$ cat src/rtl/lcd_pkg.sv
package lcd_pkg;

    typedef enum logic [1:0] {
        LV_GND  = 2'd0,
        LV_VLC1 = 2'd1,
        LV_VLC2 = 2'd2,
        LV_VLC3 = 2'd3
    } lv_e;

    // first configuration register
    typedef struct packed {
        logic       lo_r;
        logic       en;
        logic [1:0] duty;
    } cfg_a_t;

    // second configuration register
    typedef struct packed {
        logic seg0_sup;
        logic seg1_sup;
        logic seg2_sup;
        logic ladder_off;
    } cfg_b_t;

    typedef struct packed {
        logic       blank;
        logic       half;
        logic [2:0] nphase;
    } mode_t;

    localparam int NSUP = 3;

    function automatic logic [2:0] duty_phases(input logic [1:0] duty);
        case (duty)
            2'b01:   return 3'd2;
            2'b10:   return 3'd3;
            2'b11:   return 3'd4;
            default: return 3'd0;
        endcase
    endfunction

    function automatic lv_e com_level(input logic sel, input logic pol, input logic half);
        if (sel)
            return pol ? LV_GND : LV_VLC3;
        else if (half)
            return LV_VLC1;
        else
            return pol ? LV_VLC2 : LV_VLC1;
    endfunction

    function automatic lv_e seg_level(input logic on, input logic pol, input logic half);
        if (on)
            return pol ? LV_VLC3 : LV_GND;
        else if (half)
            return pol ? LV_GND : LV_VLC3;
        else
            return pol ? LV_VLC1 : LV_VLC2;
    endfunction

    function automatic lv_e sup_level(input int k);
        case (k)
            0:       return LV_VLC3;
            1:       return LV_VLC2;
            default: return LV_VLC1;
        endcase
    endfunction

endpackage

$ cat src/rtl/lcd_regs.sv
module lcd_regs
    import lcd_pkg::*;
#(
    parameter int NSEG     = 20,
    parameter int NCOM     = 4,
    parameter int COL_SEGS = 8,
    parameter int RAM_BASE = 8,
    parameter int COL_W    = 2,
    parameter int ADDR_W   = 4
) (
    input  logic                   clk,
    input  logic                   rst,
    input  logic                   wr_en,
    input  logic [COL_W-1:0]       wr_col,
    input  logic [ADDR_W-1:0]      wr_addr,
    input  logic [NCOM-1:0]        wr_data,
    output cfg_a_t                 cfg_a,
    output cfg_b_t                 cfg_b,
    output logic [NSEG*NCOM-1:0]   pix
);
    localparam logic [COL_W-1:0] CTL_COL = '1;

    logic ctl_hit;
    assign ctl_hit = wr_en && (wr_col == CTL_COL);

    always_ff @(posedge clk) begin
        if (rst) begin
            cfg_a <= '0;
            cfg_b <= '1;
        end else if (ctl_hit) begin
            if (wr_addr == ADDR_W'(0)) cfg_a <= cfg_a_t'(wr_data[3:0]);
            if (wr_addr == ADDR_W'(1)) cfg_b <= cfg_b_t'(wr_data[3:0]);
        end
    end

    for (genvar s = 0; s < NSEG; s++) begin : g_cell
        localparam int COL = s / COL_SEGS;
        localparam int ROW = (s % COL_SEGS) + RAM_BASE;
        logic hit;
        assign hit = wr_en && (wr_col == COL_W'(COL)) && (wr_addr == ADDR_W'(ROW));
        always_ff @(posedge clk) begin
            if (rst)
                pix[s*NCOM +: NCOM] <= '0;
            else if (hit)
                pix[s*NCOM +: NCOM] <= wr_data;
        end
    end

endmodule

$ cat src/rtl/lcd_scan.sv
module lcd_scan
    import lcd_pkg::*;
#(
    parameter int NCOM  = 4,
    parameter int PRE_W = 8,
    localparam int PH_W = (NCOM > 1) ? $clog2(NCOM) : 1
) (
    input  logic             clk,
    input  logic             rst,
    input  mode_t            mode,
    input  logic             tick,
    input  logic [PRE_W-1:0] div,
    output logic [PH_W-1:0]  phase,
    output logic             pol
);
    logic [PRE_W-1:0] cnt;
    logic [PH_W-1:0]  last_ph;

    assign last_ph = PH_W'(mode.nphase - 3'd1);

    always_ff @(posedge clk) begin
        if (rst || mode.blank) begin
            cnt   <= '0;
            phase <= '0;
            pol   <= 1'b0;
        end else if (phase > last_ph) begin
            phase <= '0;
        end else if (tick) begin
            if (cnt >= div) begin
                cnt <= '0;
                if (phase == last_ph) begin
                    phase <= '0;
                    pol   <= ~pol;
                end else begin
                    phase <= phase + PH_W'(1);
                end
            end else begin
                cnt <= cnt + PRE_W'(1);
            end
        end
    end

endmodule

$ cat src/rtl/lcd_level.sv
module lcd_level
    import lcd_pkg::*;
#(
    parameter int NSEG = 20,
    parameter int NCOM = 4,
    localparam int PH_W = (NCOM > 1) ? $clog2(NCOM) : 1
) (
    input  logic                 clk,
    input  logic                 rst,
    input  mode_t                mode,
    input  logic [PH_W-1:0]      phase,
    input  logic                 pol,
    input  logic [NSEG*NCOM-1:0] pix,
    input  cfg_b_t               cfg_b,
    output logic [2*NCOM-1:0]    com_lv,
    output logic [2*NSEG-1:0]    seg_lv,
    output logic [NSUP-1:0]      sup_pin
);
    logic [NSUP-1:0] sup_req;
    assign sup_req = {cfg_b.seg2_sup, cfg_b.seg1_sup, cfg_b.seg0_sup};

    always_ff @(posedge clk) begin
        if (rst) sup_pin <= '1;
        else     sup_pin <= sup_req;
    end

    for (genvar c = 0; c < NCOM; c++) begin : g_com
        lv_e nxt;
        assign nxt = mode.blank ? LV_VLC3
                   : com_level(phase == PH_W'(c), pol, mode.half);
        always_ff @(posedge clk) begin
            if (rst) com_lv[2*c +: 2] <= LV_VLC3;
            else     com_lv[2*c +: 2] <= nxt;
        end
    end

    for (genvar s = 0; s < NSEG; s++) begin : g_seg
        logic [NCOM-1:0] bits;
        lv_e             scan_lv;
        lv_e             nxt;
        assign bits    = pix[s*NCOM +: NCOM];
        assign scan_lv = mode.blank ? LV_VLC3 : seg_level(bits[phase], pol, mode.half);
        if (s < NSUP) begin : g_sup
            assign nxt = sup_req[s] ? sup_level(s) : scan_lv;
            always_ff @(posedge clk) begin
                if (rst) seg_lv[2*s +: 2] <= sup_level(s);
                else     seg_lv[2*s +: 2] <= nxt;
            end
        end else begin : g_plain
            assign nxt = scan_lv;
            always_ff @(posedge clk) begin
                if (rst) seg_lv[2*s +: 2] <= LV_VLC3;
                else     seg_lv[2*s +: 2] <= nxt;
            end
        end
    end

endmodule

$ cat src/rtl/lcd_mux_drv.sv
module lcd_mux_drv
    import lcd_pkg::*;
#(
    parameter int NSEG     = 20,
    parameter int NCOM     = 4,
    parameter int COL_SEGS = 8,
    parameter int RAM_BASE = 8,
    parameter int PRE_W    = 8
) (
    input  logic               clk,
    input  logic               rst,
    input  logic               bkup,
    input  logic               wr_en,
    input  logic [1:0]         wr_col,
    input  logic [3:0]         wr_addr,
    input  logic [3:0]         wr_data,
    input  logic               slow_tick,
    input  logic [PRE_W-1:0]   phase_div,
    output logic [2*NCOM-1:0]  com_lv,
    output logic [2*NSEG-1:0]  seg_lv,
    output logic [2:0]         sup_pin,
    output logic               ladder_lo_r,
    output logic               ladder_off
);
    localparam int PH_W = (NCOM > 1) ? $clog2(NCOM) : 1;

    cfg_a_t                cfg_a;
    cfg_b_t                cfg_b;
    logic [NSEG*NCOM-1:0]  pix;
    mode_t                 mode;
    logic [PH_W-1:0]       phase;
    logic                  pol;

    always_comb begin
        mode.nphase = duty_phases(cfg_a.duty);
        mode.half   = (cfg_a.duty == 2'b01);
        mode.blank  = bkup || !cfg_a.en || (cfg_a.duty == 2'b00);
    end

    assign ladder_lo_r = cfg_a.lo_r;
    assign ladder_off  = cfg_b.ladder_off;

    lcd_regs #(
        .NSEG(NSEG), .NCOM(NCOM), .COL_SEGS(COL_SEGS),
        .RAM_BASE(RAM_BASE), .COL_W(2), .ADDR_W(4)
    ) u_regs (
        .clk(clk), .rst(rst), .wr_en(wr_en), .wr_col(wr_col),
        .wr_addr(wr_addr), .wr_data(wr_data),
        .cfg_a(cfg_a), .cfg_b(cfg_b), .pix(pix)
    );

    lcd_scan #(.NCOM(NCOM), .PRE_W(PRE_W)) u_scan (
        .clk(clk), .rst(rst), .mode(mode), .tick(slow_tick),
        .div(phase_div), .phase(phase), .pol(pol)
    );

    lcd_level #(.NSEG(NSEG), .NCOM(NCOM)) u_level (
        .clk(clk), .rst(rst), .mode(mode), .phase(phase), .pol(pol),
        .pix(pix), .cfg_b(cfg_b),
        .com_lv(com_lv), .seg_lv(seg_lv), .sup_pin(sup_pin)
    );

endmodule

$ cat config.mk
export PLATFORM = sky130hd
export DESIGN_NAME = lcd_mux_drv
export DESIGN_NICKNAME = d
export VERILOG_FILES = /design/src/rtl/lcd_pkg.sv /design/src/rtl/lcd_regs.sv /design/src/rtl/lcd_scan.sv /design/src/rtl/lcd_level.sv /design/src/rtl/lcd_mux_drv.sv
export SDC_FILE = /design/constraint.sdc
export NUM_CORES = 1
export LEC_CHECK = 0
export ABC_AREA = 1
export ABC_CLOCK_PERIOD_IN_PS = 2100
export BUFFER_PORTS_ARGS = -buffer_cell sky130_fd_sc_hd__clkbuf_2
export CORE_UTILIZATION = 58
export CTS_CLUSTER_SIZE = 8
export DETAILED_ROUTE_END_ITERATION = 10
export GPL_ROUTABILITY_DRIVEN = 1
export PLACE_DENSITY = 0.83
export REMOVE_ABC_BUFFERS = 1
export SYNTH_ARGS = -nofsm -noshare
export SYNTH_HDL_FRONTEND = slang
export SYNTH_SLANG_ARGS = --single-unit
$ cat constraint.sdc
create_clock -name clk -period 2.1 [get_ports clk]
set_input_delay 0.42 -clock clk [delete_from_list [all_inputs] [get_ports clk]]
set_output_delay 0.42 -clock clk [all_outputs]
set_load 0.005 [all_outputs]
==> metrics.txt <==
max-cap viol count=0; DP HPWL=9620 um; RSZ-0062 raised after global routing=no; Final ANT Viol Nets=0; NumNets Final=905; Ant. Diodes=0; Final Routed Wirelength=15,400 um; Post CTS Setup Buffer Count=0; Synth-to-Final Area Change=17.4%; core region area=10,400 sq um; initial antenna violation count=0; busiest grt layer=met2; Slew Limit Fails=0; critical path endpoint category=flip-flop; Critical Path Source Type=flip-flop; vias in the first global route=5,483; Distinct cells, synth=30; Clock power frac=50.7%; average size of a mapped cell=7.92 sq um; CP max stage cell=dfxtp_1; post-synthesis cell area=6300 sq um; DR vias=5,758; CP Max Fanout=6; sw power=1.30 mW; GRT Overall Usage=28.4%; headroom to the max-slew limit=50.1%; post-synthesis register bit count=150; post-synthesis sequential area ratio=47.7%; total CTS buffers=17; Final Total Pwr=6.21 mW; DRC viols=0; Clock Pin Slew Worst Setup and Hold Paths=70 ps; critical-path cell list=inv_1 -> nor2_2 -> ha_1 -> nand2_1 -> nand2_1 -> nand2_1 -> nand2_2 -> inv_2 -> nand3_1 -> inv_1 -> nand3_1 -> nand2_1 -> nor2_1; Max Buffers Root-to-Sink=2; combinational share of power=3.1%; Setup CP Type=reg2reg; power per cell area=839 nW/um^2; Crit path arrival time=2350 ps; H-tree levels=4; hold slack=129 ps; final worst-path cycle share=91.5%; # IOs=76; WL/cell=15.2 um; switch share=21.0%; die area=11,300 sq um; Worst EP required=2520 ps; M3 GR Usage=5.95%; internal power=4.90 mW; Final min period=1920 ps; endpoints failing setup=0; fillers=810; first-pass GRT wire length=25,400 um; die width=106 um; Die H=106 um; Initial Util=60.5%; Sum Neg Setup Slack=0 ps; outcome=finished clean; Post-CTS Resized=0; Clock Skew=7.99 ps; highest clock rate=520 MHz; # rows=37; Worst Tran Pin Value=748 ps; clock net sink count=150; Post-Syn Instances=795; met2 global-route usage=49.0%; post-route insts no fill=1,012; yosys warns=0; worst skew pair latency=530 ps; Critical Path Max Stage Delay=340 ps; I/O Buffers=75; Max IR drop VDD=0.000614 V; post-route cell area=7400 sq um; Pleak=3.28 nW; dpl cells=980; Seq pwr share=46.2%; Starting DRT DRC Count=386; routed vias/inst=5.69; Final Hold Vio Count=0; share of layout cells above drive strength 1=19.2%; # hold bufs at CTS=0; root buf cell=clkbuf_8; grt met1 use=34.9%; Tightest Hold Check Type=in2reg; placed cell area=6770 sq um; CTS tree=yes; largest net degree at the start of global routing=90; gpl congestion=0.869; Most Frequent Cell on Critical Path=nand2_1; DRT Pass-1 Iters=5; GRT Residual Overflow=0
==> layout by cell type (no fill, tap or decap), types with 3 or more instances in the layout <==
cell	synthesis	routed
o21ai_0	120	120
inv_1	52	51
clkbuf_16	0	16
clkinv_4	0	3
a21oi_1	92	92
nor2_4	17	17
o211ai_1	12	12
o22a_1	18	18
bufinv_16	0	4
clkbuf_8	0	3
clkbuf_2	0	75
dfxtp_1	150	150
or2_2	3	3
xor2_1	3	3
nor2_1	59	58
clkinv_2	0	3
nand2_1	138	138
nand2_2	3	3
nand3_1	17	17
ha_1	19	19
o21ai_1	21	21
inv_2	18	19
buf_4	1	12
==> routing by layer <==
layer | vias up | share of wire (%)
met3 | 25 | 6.3
met2 | 210 | 50
met4 | 0 | 1.3
met1 | 2737 | 42
li1 | 2786 | -
met5 | - | 0
==> cells in the mapped netlist, drive strengths merged <==
cell type / n / share of area (%)
dfxtp: 150 / 48
nand2: 141 / 8.5
o21ai: 141 / 11
a21oi: 92 / 7.3
nor2: 77 / 6.7
inv: 70 / 4.2
clkbuf: 24 / 1.4
nand3: 21 / 2.2
ha: 19 / 3.8
o22a: 18 / 2.5
buf: 14 / 1.1
o211ai: 12 / 1.4
a31o: 3 / 0.42
nor3: 3 / 0.42
or2: 3 / 0.30
xor2: 3 / 0.42
nand4: 2 / 0.20
o21a: 1 / 0.12
o21bai: 1 / 0.12
==> sequential cells by signal, summed over array words and instances (netlist names) <==
register and cells:
u_regs.cfg_b 4, u_scan.pol 1, u_regs.cfg_a 4, u_level.com_lv 8
u_scan.phase 2, u_level.sup_pin 3, u_level.seg_lv 40, u_regs.pix 80
u_scan.cnt 8
==> cell type report <==
type / count / area (sq um) / area share (%)
Sequential cell: 150 / 3000 / 40.6
Multi-Input combinational cell: 537 / 2880 / 38.9
Timing Repair Buffer: 87 / 465 / 6.29
Clock buffer: 20 / 445 / 6.02
Inverter: 70 / 263 / 3.55
Clock inverter: 12 / 176 / 2.38
Tap cell: 136 / 170 / 2.30
==> power groups by stage <==
| stage | sequential [mW] | clock, mW | combinational (mW) |
|---|---|---|---|
| after global routing | 2.86 | 3.29 | 0.212 |
| after global placement | 2.93 | 0 | 0.181 |
| after floorplan | 2.93 | 0 | 0.109 |
| final | 2.86 | 3.15 | 0.194 |
| after CTS | 2.86 | 3.16 | 0.189 |
| after detailed placement | 2.93 | 0 | 0.187 |
==> stage by stage <==
stage / util (%) / worst slack (ps)
floorplan: - / -488
global placement: 65.0 / 351
detailed placement: 65.0 / 185
CTS: 71.0 / 95.3
global route: 71.0 / 51.5
finish: 71.0 / 179
==> critical path: cells and delay by family (launching register included) <==
kind          cells  cell delay [ps]
buf+inv           3              330
fa+ha+maj         1              280
flops             1              340
simple gates      9              870
==> path summary, 6_finish.rpt <==
| check | startpoint | endpoint | slack [ps] | cells past startpoint |
|---|---|---|---|---|
| worst min-delay path | rst | u_level.sup_pin[0]$_SDFF_PP1_ | 130 | 2 |
| worst max register to register | u_regs.cfg_a[0]$_SDFFE_PP0P_ | u_scan.cnt[7]$_SDFFE_PP0P_ | 180 | 13 |
| worst max-delay path | u_regs.cfg_a[0]$_SDFFE_PP0P_ | u_scan.cnt[7]$_SDFFE_PP0P_ | 180 | 13 |
| worst min register to register | u_regs.cfg_b[3]$_SDFFE_PP1P_ | u_level.sup_pin[0]$_SDFF_PP1_ | 480 | 1 |
==> cells by family after synthesis <==
| kind of cell | synth area share (%) |
|---|---|
| xor gates and xnor gates | 0.417 |
| DFF | 47.7 |
| adders and majority gates | 3.77 |
| and+or+nand+nor | 18.3 |
| buffers and inverters | 6.73 |
| AOI/OAI and AO/OA | 23.1 |
Power figures use the tool's default switching activity.
